--- src/rtl/glf_pkg.sv ---
`timescale 1ns/1ps
package glf_pkg;
  localparam int CNT_W   = 4;
  localparam int SEL_W   = 4;
  localparam int RSV_W   = 4;
  localparam int CNT_LSB = RSV_W;
  localparam int SEL_LSB = CNT_LSB + CNT_W;
  localparam int CFG_W   = SEL_LSB + SEL_W;
  localparam int PRE_W   = (1 << SEL_W) - 1;

  typedef struct packed {
    logic [SEL_W-1:0] sel;
    logic [CNT_W-1:0] cnt;
  } glf_cfg_t;
endpackage

--- src/rtl/glf_sync.sv ---
`timescale 1ns/1ps
module glf_sync #(
  parameter int W = 1
) (
  input  logic         clk_i,
  input  logic         rst_ni,
  input  logic [W-1:0] d_i,
  output logic [W-1:0] q_o
);
  logic [W-1:0] s1_q, s2_q;

  always_ff @(posedge clk_i or negedge rst_ni) begin
    if (!rst_ni) begin
      s1_q <= '0;
      s2_q <= '0;
    end else begin
      s1_q <= d_i;
      s2_q <= s1_q;
    end
  end

  assign q_o = s2_q;
endmodule

--- src/rtl/glf_prescale.sv ---
`timescale 1ns/1ps
module glf_prescale import glf_pkg::*; (
  input  logic             clk_i,
  input  logic             rst_ni,
  input  logic             run_i,
  input  logic [SEL_W-1:0] sel_i,
  output logic             tick_o
);
  logic [PRE_W-1:0] cnt_q;
  logic [PRE_W-1:0] mask;

  // 2^sel - 1; wraps to all ones for the largest select
  assign mask   = (PRE_W'(1) << sel_i) - PRE_W'(1);
  assign tick_o = run_i && ((cnt_q & mask) == mask);

  always_ff @(posedge clk_i or negedge rst_ni) begin
    if (!rst_ni)                cnt_q <= '0;
    else if (!run_i || tick_o)  cnt_q <= '0;
    else                        cnt_q <= cnt_q + PRE_W'(1);
  end
endmodule

--- src/rtl/glf_line.sv ---
`timescale 1ns/1ps
module glf_line import glf_pkg::*; (
  input  logic     clk_i,
  input  logic     rst_ni,
  input  logic     sync_i,
  input  glf_cfg_t cfg_i,
  output logic     filt_o
);
  logic             filt_q;
  logic [CNT_W-1:0] stab_q;
  logic             bypass, pend, run, tick, done;

  assign bypass = (cfg_i.cnt == '0);
  assign pend   = (sync_i != filt_q);
  assign run    = pend && !bypass;

  glf_prescale u_pre (
    .clk_i  (clk_i),
    .rst_ni (rst_ni),
    .run_i  (run),
    .sel_i  (cfg_i.sel),
    .tick_o (tick)
  );

  assign done = tick && (stab_q >= (cfg_i.cnt - CNT_W'(1)));

  always_ff @(posedge clk_i or negedge rst_ni) begin
    if (!rst_ni) begin
      filt_q <= 1'b0;
      stab_q <= '0;
    end else if (bypass) begin
      filt_q <= sync_i;
      stab_q <= '0;
    end else if (!pend) begin
      stab_q <= '0;  // restart window
    end else if (done) begin
      filt_q <= sync_i;
      stab_q <= '0;
    end else if (tick) begin
      stab_q <= stab_q + CNT_W'(1);
    end
  end

  assign filt_o = filt_q;


  follow_sync_chk: assert property (@(posedge clk_i) disable iff (!rst_ni)
    !$stable(filt_q) |-> filt_q == $past(sync_i));


  bypass_track_chk: assert property (@(posedge clk_i) disable iff (!rst_ni)
    bypass |=> filt_q == $past(sync_i));


  tick_only_chk: assert property (@(posedge clk_i) disable iff (!rst_ni)
    (!bypass && !tick) |=> $stable(filt_q));


  restart_chk: assert property (@(posedge clk_i) disable iff (!rst_ni)
    !pend |=> stab_q == '0);
endmodule

--- src/rtl/glf_top.sv ---
`timescale 1ns/1ps
module glf_top import glf_pkg::*; #(
  parameter int LINES = 4
) (
  input  logic                   clk_i,
  input  logic                   rst_ni,
  input  logic [LINES-1:0]       pin_i,
  input  logic [LINES*CFG_W-1:0] cfg_i,
  output logic [LINES-1:0]       filt_o
);
  logic [LINES-1:0]       sync;
  logic [LINES*RSV_W-1:0] cfg_unused;

  glf_sync #(.W(LINES)) u_sync (
    .clk_i  (clk_i),
    .rst_ni (rst_ni),
    .d_i    (pin_i),
    .q_o    (sync)
  );

  for (genvar i = 0; i < LINES; i++) begin : g_line
    glf_cfg_t cfg_l;
    assign cfg_l.cnt = cfg_i[i*CFG_W+CNT_LSB +: CNT_W];
    assign cfg_l.sel = cfg_i[i*CFG_W+SEL_LSB +: SEL_W];
    assign cfg_unused[i*RSV_W +: RSV_W] = cfg_i[i*CFG_W +: RSV_W];

    glf_line u_line (
      .clk_i  (clk_i),
      .rst_ni (rst_ni),
      .sync_i (sync[i]),
      .cfg_i  (cfg_l),
      .filt_o (filt_o[i])
    );
  end
endmodule

--- config.mk ---
export PLATFORM = sky130hd
export DESIGN_NAME = glf_top
export DESIGN_NICKNAME = d
export VERILOG_FILES = /design/src/rtl/glf_pkg.sv /design/src/rtl/glf_sync.sv /design/src/rtl/glf_prescale.sv /design/src/rtl/glf_line.sv /design/src/rtl/glf_top.sv
export SDC_FILE = /design/constraint.sdc
export NUM_CORES = 1
export LEC_CHECK = 0
export BUFFER_PORTS_ARGS = -buffer_cell sky130_fd_sc_hd__buf_2
export CAP_MARGIN = 20
export CORE_UTILIZATION = 55
export DETAILED_ROUTE_END_ITERATION = 10
export PLACE_DENSITY = 0.75
export SYNTH_ARGS = -nofsm -noshare
export SYNTH_HDL_FRONTEND = slang
export SYNTH_HIERARCHICAL = 1
export SYNTH_SLANG_ARGS = --single-unit
--- constraint.sdc ---
create_clock -name clk_i -period 3.2 [get_ports clk_i]
set_clock_uncertainty 0.1 [all_clocks]
set_input_delay 0.48 -clock clk_i [delete_from_list [all_inputs] [get_ports clk_i]]
set_output_delay 0.48 -clock clk_i [all_outputs]
set_load 0.1 [all_outputs]
==> results of run 1 <==
logic make-up after synthesis:
logic type	share of synthesized area
multiplexers	0.00728
XOR/XNOR	0.101
buffers and inverters	0.0544
adder cells (fa/ha/maj)	0.0647
flip-flops	0.356
AND/OR/NAND/NOR	0.208
AO/OA/AOI/OAI	0.210
sequential cells by signal, indices dropped and copies added (netlist names):
name / flops
g_line.u_line/filt_o: 4
g_line.u_line/stab_q: 16
g_line.u_line/u_pre/cnt_q: 60
u_sync/q_o: 4
u_sync/s1_q: 4
per-layer routing:
layer	up-vias	routed length [um]
met1	2514	5840
met3	13	409
li1	2533	-
met4	0	177
met5	-	0
met2	90	6110
final cells by class:
class	count	area (um^2)	area share
Sequential cell	88	2200	0.319
Multi-Input combinational cell	504	3660	0.531
Clock inverter	3	22.5	0.00327
Tap cell	140	175	0.0254
Inverter	42	158	0.0229
Timing Repair Buffer	78	500	0.0726
Clock buffer	13	179	0.0259
critical path, delay by kind of cell:
family	cells	cell delay (ns)
adder cells (fa/ha/maj)	1	0.26
AO/OA/AOI/OAI	2	0.65
multiplexers	1	0.38
buffers and inverters	2	0.21
AND/OR/NAND/NOR	5	0.78
XOR/XNOR	1	0.15
timing repair:
action | in CTS | in global routing
endpoints found under the hold margin | 7 | 0
hold buffers | 1 | 0
gates resized for setup | 0 | 0
power breakdown:
part	switching, mW	total [mW]	leakage (nW)	internal [mW]
Combinational	0.430	0.661	1.45	0.231
Sequential	0.0864	1.27	1.19	1.18
Clock	0.391	0.762	0.106	0.370
stage by stage:
stage	hold slack [ns]	total power [mW]	area, um^2
after floorplan	0.0844	1.77	6200
after global placement	0.209	1.92	6690
after detailed placement	0.213	1.95	6690
after CTS	0.0970	2.72	6900
after global routing	0.102	2.84	6900
final	0.121	2.69	6900
cell usage in the layout, fill, tap and decap left out, types with 21 or more instances in the layout:
cell type  instances
buf_4             36
ha_1              32
nor3_1            30
buf_2             40
xnor2_1           50
xor2_1            21
a211oi_2          31
dfrtp_1           88
nor2_1            61
nand3_1           24
inv_1             42
nand2_1           52
final timing paths:
kind	startpoint	endpoint	slack, ns	cells past startpoint
max	cfg_i[20]	g_line[1].u_line/filt_o$_DFFE_PN0P_	0.44	12
min	pin_i[1]	u_sync/s1_q[1]$_DFF_PN0_	0.12	1
max reg2reg	g_line[0].u_line/u_pre/cnt_q[7]$_DFF_PN0_	g_line[0].u_line/filt_o$_DFFE_PN0P_	0.69	8
min reg2reg	u_sync/s1_q[3]$_DFF_PN0_	u_sync/q_o[3]$_DFF_PN0_	0.25	0
max in group asynchronous	rst_ni	g_line[3].u_line/u_pre/cnt_q[10]$_DFF_PN0_	1.98	3
min in group asynchronous	rst_ni	g_line[1].u_line/u_pre/cnt_q[14]$_DFF_PN0_	0.39	2
==> reports/metrics.csv, run 1 <==
stage,metric,value,unit
global_routing,antenna violations before repair,0,
global_routing,Total Routing Usage GR,0.235,
timing,Slew Limit Fails,0,
drt,via count,5150,
logic_synthesis,"count leader, synth",dfrtp_1,
logic_synthesis,Synth top cells by count,"dfrtp_1 (88), nor2_1 (61), nand2_1 (52)",
run,max_cap viols,0,
drt,drt wl/cell,14.4,um
timing,Worst slew margin,0.589,
placed_design,port bufs,41,
clock_network,clock buffer depth,2,
hold_path,Hold Path Class,in2reg,
logic_synthesis,Synth Flop Type,dfrtp_1,
global_routing,total gr overflow,0,
logic_synthesis,Mapped Nets,744,
timing,RSZ-0062 raised after global routing,false,
finish,layout net count,809,
floorplan,area of the core,0.0109,mm^2
global_routing,global-route wire length before repair,22300,um
logic_synthesis,Yosys warning total,6,
timing,Worst-Margin Slew,0.611,ns
floorplan,Rows,38,
clock_network,CTS tree,done,
global_routing,M1 GR Usage,0.302,
global_routing,largest net degree at the start of global routing,82,
clock_network,worst skew pair latency,0.36,ns
pwr,PD cells,390,mW/mm^2
clock_network,"CTS clk-pin slew, worst paths",0.08,ns
logic_synthesis,Post-synth EDFFs,0,
setup_path,WP data required,3.35,ns
global_routing,GR peak layer,met2,
finish,# fillers,881,
timing,# setup viols final,0,
setup_path,Worst Path Arrival,2.91,ns
timing,PnR worst setup slack,0.437,ns
drt,# DRC,0,
pwr,Worst IR Drop VDD,220,uV
clock_network,clock sink count,88,
clock_network,H-tree depth,3,
logic_synthesis,"top cells by area, synth","dfrtp_1 (36%), xnor2_1 (7.1%), ha_1 (6.5%)",
floorplan,total I/O pin count,58,
placed_design,RD Place Congestion,0.933,
drt,post-route ant nets,0,
clock_network,clock root buffer,clkbuf_8,
floorplan,Initial Util,0.568,
logic_synthesis,Post-Syn Area,0.00619,mm^2
logic_synthesis,Yosys cell types,54,
logic_synthesis,Post-Syn Instances,658,
logic_synthesis,Synth async-reset ratio,1.00,
global_routing,met2 GRT Util,0.403,
logic_synthesis,syn avg cell area,9.40,um^2
logic_synthesis,"FF+latch count, synth",88,
finish,layout cells sized above 1,0.213,
clock_network,"Setup Fix Bufs, Post-CTS",0,
status,status,completed,
finish,Area growth syn-to-layout,11.5,%
logic_synthesis,biggest area consumer among synthesized cells,dfrtp_1,
setup_path,CP Max Fanout,10,
global_routing,grt met3 use,0.0332,
placed_design,HPWL after DPL,9220,um
setup_path,CP Class,in2reg,
floorplan,die area,0.0117,mm^2
setup_path,Worst Setup Start Kind,input pin,
drt,DRT iter0 DRCs,351,
placed_design,cell count after placement,851,
finish,Util after Layout,0.634,
logic_synthesis,post-synthesis sequential area ratio,0.356,
timing,Tcrit/Tclk final,0.864,
timing,"Hold Violations, Final",0,
drt,DRT Pass-1 Iters,5,
timing,min Tclk post-route,2.76,ns
finish,# diodes,0,
clock_network,Num CTS Buffers,9,
floorplan,chip width,108,um
pwr,Leak,2.75,nW
logic_synthesis,Yosys top cell area share,0.356,
setup_path,Worst path slowest cell,o41ai_1,
global_routing,vias in the first global route,5075,
drt,Routed Wire Length,12500,um
floorplan,Die Height,108,um
timing,Peak Freq,0.362,GHz
setup_path,crit-path max cell delay,0.40,ns
drt,vias per cell,5.93,
setup_path,critical path endpoint category,register,
finish,Non-Filler Instances,868,
timing,Setup TNS,0,ns
placed_design,pre-CTS setup slack,0.0767,ns
setup_path,critical path cell sequence,"buf_2, nor2_1, nand2_1, ha_1, xor2_1, nor4b_1, nor4_1, o2111a_2, and3_1, inv_1, o41ai_1, mux2_2",
(Power assumes the default switching activity.)
==> inputs of run 2 (changes only) <==
--- a/config.mk
+++ b/config.mk
@@ -9,7 +9,7 @@
 export CAP_MARGIN = 20
 export CORE_UTILIZATION = 55
 export DETAILED_ROUTE_END_ITERATION = 10
-export PLACE_DENSITY = 0.75
+export PLACE_DENSITY_LB_ADDON = 0.25
 export SYNTH_ARGS = -nofsm -noshare
 export SYNTH_HDL_FRONTEND = slang
 export SYNTH_HIERARCHICAL = 1
==> reports/metrics.csv, run 2 (synthesis results as in run 1) <==
stage,metric,value,unit
timing,min Tclk post-route,2.84,ns
finish,"most common cell after layout, fill and taps aside",dfrtp_1,
setup_path,CP Class,in2reg,
setup_path,Worst Setup Start Kind,input pin,
pwr,Leak,2.74,nW
timing,PnR worst setup slack,0.362,ns
status,status,completed,
floorplan,total I/O pin count,58,
timing,Tcrit/Tclk final,0.887,
drt,# DRC,0,
hold_path,Hold Path Class,in2reg,
drt,vias per cell,5.97,
clock_network,post-cts resize count,0,
pwr,PD cells,387,mW/mm^2
placed_design,HPWL after DPL,9550,um
global_routing,vias in the first global route,5211,
setup_path,reg2reg end,g_line[0].u_line/filt_o$_DFFE_PN0P_,
setup_path,WP data required,3.35,ns
timing,"Hold Violations, Final",0,
finish,Non-Filler Instances,870,
timing,Slew Limit Fails,0,
clock_network,clock sink count,88,
hold_path,hold depth,1,
placed_design,Post-DP Area,0.00669,mm^2
setup_path,Worst path slowest cell,o41ai_1,
setup_path,critical path cell sequence,"buf_2, nor2_1, nand2_1, ha_1, xor2_1, nor4b_1, nor4_1, o2111a_2, and3_1, inv_1, o41ai_1, mux2_2",
drt,via count,5192,
setup_path,worst reg2reg path depth,8,
placed_design,pre-CTS setup slack,0.0681,ns
clock_network,Num CTS Buffers,9,
timing,Worst slew margin,0.579,
floorplan,area of the core,0.0109,mm^2
placed_design,port bufs,41,
timing,Peak Freq,0.352,GHz
clock_network,clock buffer depth,2,
finish,fin area,0.00688,mm^2
setup_path,CP Max Fanout,9,
floorplan,Die Height,108,um
pwr,post-layout power,2.66,mW
drt,DRT Pass-1 Iters,5,
global_routing,largest net degree at the start of global routing,42,
clock_network,"Setup Fix Bufs, Post-CTS",0,
drt,post-route ant nets,0,
finish,max FFs per register,60,
floorplan,Rows,38,
finish,layout net count,811,
global_routing,global-route wire length before repair,22800,um
clock_network,CTS tree,done,
finish,largest reg by FF count,g_line.u_line/u_pre/cnt_q,
global_routing,antenna violations before repair,0,
clock_network,H-tree depth,3,
global_routing,total gr overflow,0,
finish,Top Registers,"g_line.u_line/u_pre/cnt_q (60), g_line.u_line/stab_q (16)",
run,max_cap viols,0,
timing,Worst-Margin Slew,0.625,ns
setup_path,Worst Path Arrival,2.99,ns
clock_network,worst skew pair latency,0.37,ns
clock_network,"CTS clk-pin slew, worst paths",0.08,ns
drt,Routed Wire Length,13000,um
setup_path,Crit path max-delay family,simple AND/OR/NAND/NOR gates,
floorplan,chip width,108,um
clock_network,hold_buf cts,1,
hold_path,WHS Endpoint,u_sync/s1_q[2]$_DFF_PN0_,
placed_design,cell count after placement,853,
finish,layout cells sized above 1,0.214,
setup_path,flop2flop setup slack,0.70,ns
clock_network,clock root buffer,clkbuf_8,
global_routing,Total Routing Usage GR,0.242,
timing,final hold slack,0.116,ns
hold_path,Worst Hold Launch,pin_i[2],
setup_path,RR Startpoint,g_line[0].u_line/u_pre/cnt_q[7]$_DFF_PN0_,
finish,Area growth syn-to-layout,11.2,%
finish,Util after Layout,0.632,
setup_path,WP buf/inv,2,
setup_path,crit-path max cell delay,0.45,ns
timing,RSZ-0062 raised after global routing,false,
floorplan,die area,0.0117,mm^2
pwr,Worst IR Drop VDD,235,uV
floorplan,Initial Util,0.568,
setup_path,critical path endpoint category,register,
finish,# diodes,0,
placed_design,RD Place Congestion,0.845,
timing,# setup viols final,0,
drt,drt wl/cell,15.0,um
timing,Setup TNS,0,ns
finish,most frequent cells in the layout,"dfrtp_1 (88), nor2_1 (61), nand2_1 (52), xnor2_1 (50), inv_1 (42)",
drt,DRT iter0 DRCs,253,
## run 2: cell count changes in the layout (fill, tap and decap cells not counted), sizes merged
cell,change
buf,+2
clkbuf,-1
clkinvlp,+2
inv,-1
## run 2: worst max-delay path by stage
stage / depth (start not counted) / start / endpoint / slack, ns
global route: 12 / cfg_i[21] / g_line[1].u_line/filt_o$_DFFE_PN0P_ / 0.24
floorplan: 13 / cfg_i[9] / g_line[0].u_line/filt_o$_DFFE_PN0P_ / 0.03
CTS: 12 / cfg_i[21] / g_line[1].u_line/filt_o$_DFFE_PN0P_ / 0.42
global placement: 12 / cfg_i[21] / g_line[1].u_line/filt_o$_DFFE_PN0P_ / 0.11
detailed placement: 12 / cfg_i[21] / g_line[1].u_line/filt_o$_DFFE_PN0P_ / 0.07
finish: 12 / cfg_i[21] / g_line[1].u_line/filt_o$_DFFE_PN0P_ / 0.36
## run 2: power breakdown
part / switching, mW / internal [mW] / total (mW)
Sequential: 0.0874 / 1.18 / 1.27
Combinational: 0.435 / 0.230 / 0.665
Clock: 0.403 / 0.325 / 0.728
Total: 0.925 / 1.74 / 2.66
## run 2: area by class of cell
class                   instances  area [um^2]
inverters                      42          158
clock inverters                 4         28.8
fillers                       915         4010
clock buffers                  12          155
flip-flops and latches         88         2200
repair buffers                 80          503
well taps                     140          175
multi-input cells             504         3660
## run 2: worst reg2reg max path, stage by stage (launching register included)
cell and delay (ns):
dfrtp_1 0.47, nand4_1 0.13, a221oi_1 0.28, nand4_1 0.18, nor4_1 0.22, and2_1 0.17, inv_1 0.11, o41ai_2 0.38
mux2_2 0.37
## run 2: metal layers
| layer | vias to the layer above | GRT usage | wire [um] |
|---|---|---|---|
| li1 | 2533 | - | - |
| met1 | 2551 | 0.282 | 5780 |
| met2 | 95 | 0.445 | 6690 |
| met3 | 13 | 0.0422 | 393 |
| met4 | 0 | 0.0851 | 145 |
| met5 | - | 0 | 0 |
==> inputs of run 3 (changes only) <==
==> constraint.sdc (replaced) <==
create_clock -name clk_i -period 3.2 [get_ports clk_i]
set_clock_uncertainty 0.1 [all_clocks]
set_input_delay 0 -clock clk_i [delete_from_list [all_inputs] [get_ports clk_i]]
set_output_delay 0 -clock clk_i [all_outputs]
set_load 0.1 [all_outputs]
==> reports/metrics.csv, run 3 (synthesis results as in run 1) <==
stage,metric,value,unit
global_routing,total gr overflow,0,
placed_design,Post-DP Area,0.00644,mm^2
placed_design,cell count after placement,822,
hold_path,Hold Path Class,in2reg,
global_routing,Total Routing Usage GR,0.233,
pwr,switch share,0.336,
floorplan,Initial Util,0.568,
timing,Tcrit/Tclk final,0.873,
pwr,post-layout power,2.68,mW
finish,most frequent cells in the layout,"dfrtp_1 (88), nor2_1 (61), nand2_1 (52), xnor2_1 (50), inv_1 (42)",
run,max_cap viols,0,
drt,post-route ant nets,0,
timing,"Hold Violations, Final",0,
setup_path,WP data required,3.35,ns
clock_network,Num CTS Buffers,9,
floorplan,area of the core,0.0109,mm^2
finish,"most common cell after layout, fill and taps aside",dfrtp_1,
timing,Peak Freq,0.358,GHz
pwr,Internal Pwr Total,1.78,mW
finish,layout cells sized above 1,0.174,
timing,min Tclk post-route,2.79,ns
timing,Worst-Margin Slew,0.807,ns
drt,vias per cell,6.00,
setup_path,Worst Setup Start Kind,register,
clock_network,"CTS clk-pin slew, worst paths",0.09,ns
pwr,clock share of power,0.289,
setup_path,critical path cell sequence,"nand4_1, a221oi_1, nand4_1, nor4_1, and2_1, inv_1, o41ai_1, mux2_2",
floorplan,die area,0.0117,mm^2
placed_design,HPWL after DPL,9130,um
pwr,Leak,2.62,nW
global_routing,antenna violations before repair,0,
finish,fin area,0.00673,mm^2
finish,# diodes,0,
setup_path,CP Class,reg2reg,
setup_path,critical path endpoint category,register,
status,status,completed,
floorplan,total I/O pin count,58,
timing,RSZ-0062 raised after global routing,false,
clock_network,clock buffer depth,2,
pwr,switching power,0.898,mW
global_routing,largest net degree at the start of global routing,81,
placed_design,port bufs,41,
clock_network,CTS tree,done,
setup_path,most used cell along the critical path,nand4_1,
setup_path,Worst path slowest cell,dfrtp_1,
timing,Setup TNS,0,ns
finish,Non-Filler Instances,845,
timing,# setup viols final,0,
timing,PnR worst setup slack,0.406,ns
drt,drt wl/cell,15.0,um
placed_design,pre-CTS setup slack,0.113,ns
setup_path,Crit path max-delay family,simple AND/OR/NAND/NOR gates,
timing,Worst slew margin,0.460,
setup_path,CP Max Fanout,6,
finish,Top Registers,"g_line.u_line/u_pre/cnt_q (60), g_line.u_line/stab_q (16)",
placed_design,RD Place Congestion,0.883,
pwr,PD cells,398,mW/mm^2
finish,Util after Layout,0.618,
drt,DRT iter0 DRCs,252,
pwr,sequential share of power,0.473,
clock_network,H-tree depth,3,
floorplan,Rows,38,
global_routing,vias in the first global route,4944,
setup_path,Worst Path Arrival,2.94,ns
floorplan,Die Height,108,um
drt,DRT Pass-1 Iters,4,
clock_network,clock sink count,88,
drt,via count,5073,
global_routing,global-route wire length before repair,22000,um
timing,Slew Limit Fails,0,
pwr,Comb pwr share,0.238,
finish,largest reg by FF count,g_line.u_line/u_pre/cnt_q,
pwr,Worst IR Drop VDD,255,uV
floorplan,chip width,108,um
finish,layout net count,786,
drt,# DRC,0,
finish,Area growth syn-to-layout,8.78,%
finish,max FFs per register,60,
setup_path,WP buf/inv,1,
setup_path,crit-path max cell delay,0.47,ns
clock_network,clock root buffer,clkbuf_8,
clock_network,"Setup Fix Bufs, Post-CTS",0,
timing,final hold slack,0.0542,ns
clock_network,worst skew pair latency,0.36,ns
drt,Routed Wire Length,12700,um
[run 3: final timing paths]
| path | slack (ns) | end | from | cells past startpoint |
|---|---|---|---|---|
| hold / removal | 0.05 | g_line[1].u_line/stab_q[1]$_DFFE_PN0P_ | cfg_i[19] | 5 |
| hold reg to reg | 0.25 | u_sync/q_o[0]$_DFF_PN0_ | u_sync/s1_q[0]$_DFF_PN0_ | 0 |
| setup / recovery | 0.41 | g_line[0].u_line/filt_o$_DFFE_PN0P_ | g_line[0].u_line/u_pre/cnt_q[7]$_DFF_PN0_ | 8 |
| min in group asynchronous | 0.49 | g_line[1].u_line/filt_o$_DFFE_PN0P_ | rst_ni | 3 |
| max in group asynchronous | 1.92 | g_line[3].u_line/u_pre/cnt_q[6]$_DFF_PN0_ | rst_ni | 4 |
| setup reg to reg | 0.41 | g_line[0].u_line/filt_o$_DFFE_PN0P_ | g_line[0].u_line/u_pre/cnt_q[7]$_DFF_PN0_ | 8 |
[run 3: timing repair]
item                                   in CTS  in global routing
resized for setup                           0                  0
hold buffers                                5                  1
endpoints found under the hold margin      83                 16
[run 3: power by group through the flow]
stage | clock network, mW | registers (mW) | logic, mW
floorplan | 0 | 1.35 | 0.416
global placement | 0 | 1.28 | 0.609
detailed placement | 0 | 1.29 | 0.629
CTS | 0.803 | 1.27 | 0.635
global route | 0.848 | 1.28 | 0.709
finish | 0.773 | 1.27 | 0.637
[run 3: worst reg2reg max path: stages, from the launching register on]
cell and delay [ns]:
dfrtp_1 0.47, nand4_1 0.13, a221oi_1 0.30, nand4_1 0.23, nor4_1 0.26, and2_1 0.24
inv_1 0.14, o41ai_1 0.43, mux2_2 0.38
[run 3: layer usage]
metal  vias up  GRT usage  part of all wire  routed length, um
li1       2506          -                 -                  -
met2       107      0.392              0.48               6110
met4         0     0.0900             0.018                225
met5         -          0                 0                  0
met3        21     0.0368             0.035                443
met1      2439      0.302              0.47               5910
[run 3: final cells by class]
| class | instances | area (um^2) |
|---|---|---|
| sequential | 88 | 2200 |
| inverter | 42 | 158 |
| tap | 140 | 175 |
| clock buffer | 12 | 145 |
| clock inverter | 4 | 53.8 |
| fill | 912 | 4160 |
| multi-input combinational | 504 | 3650 |
| timing repair buffer | 55 | 348 |
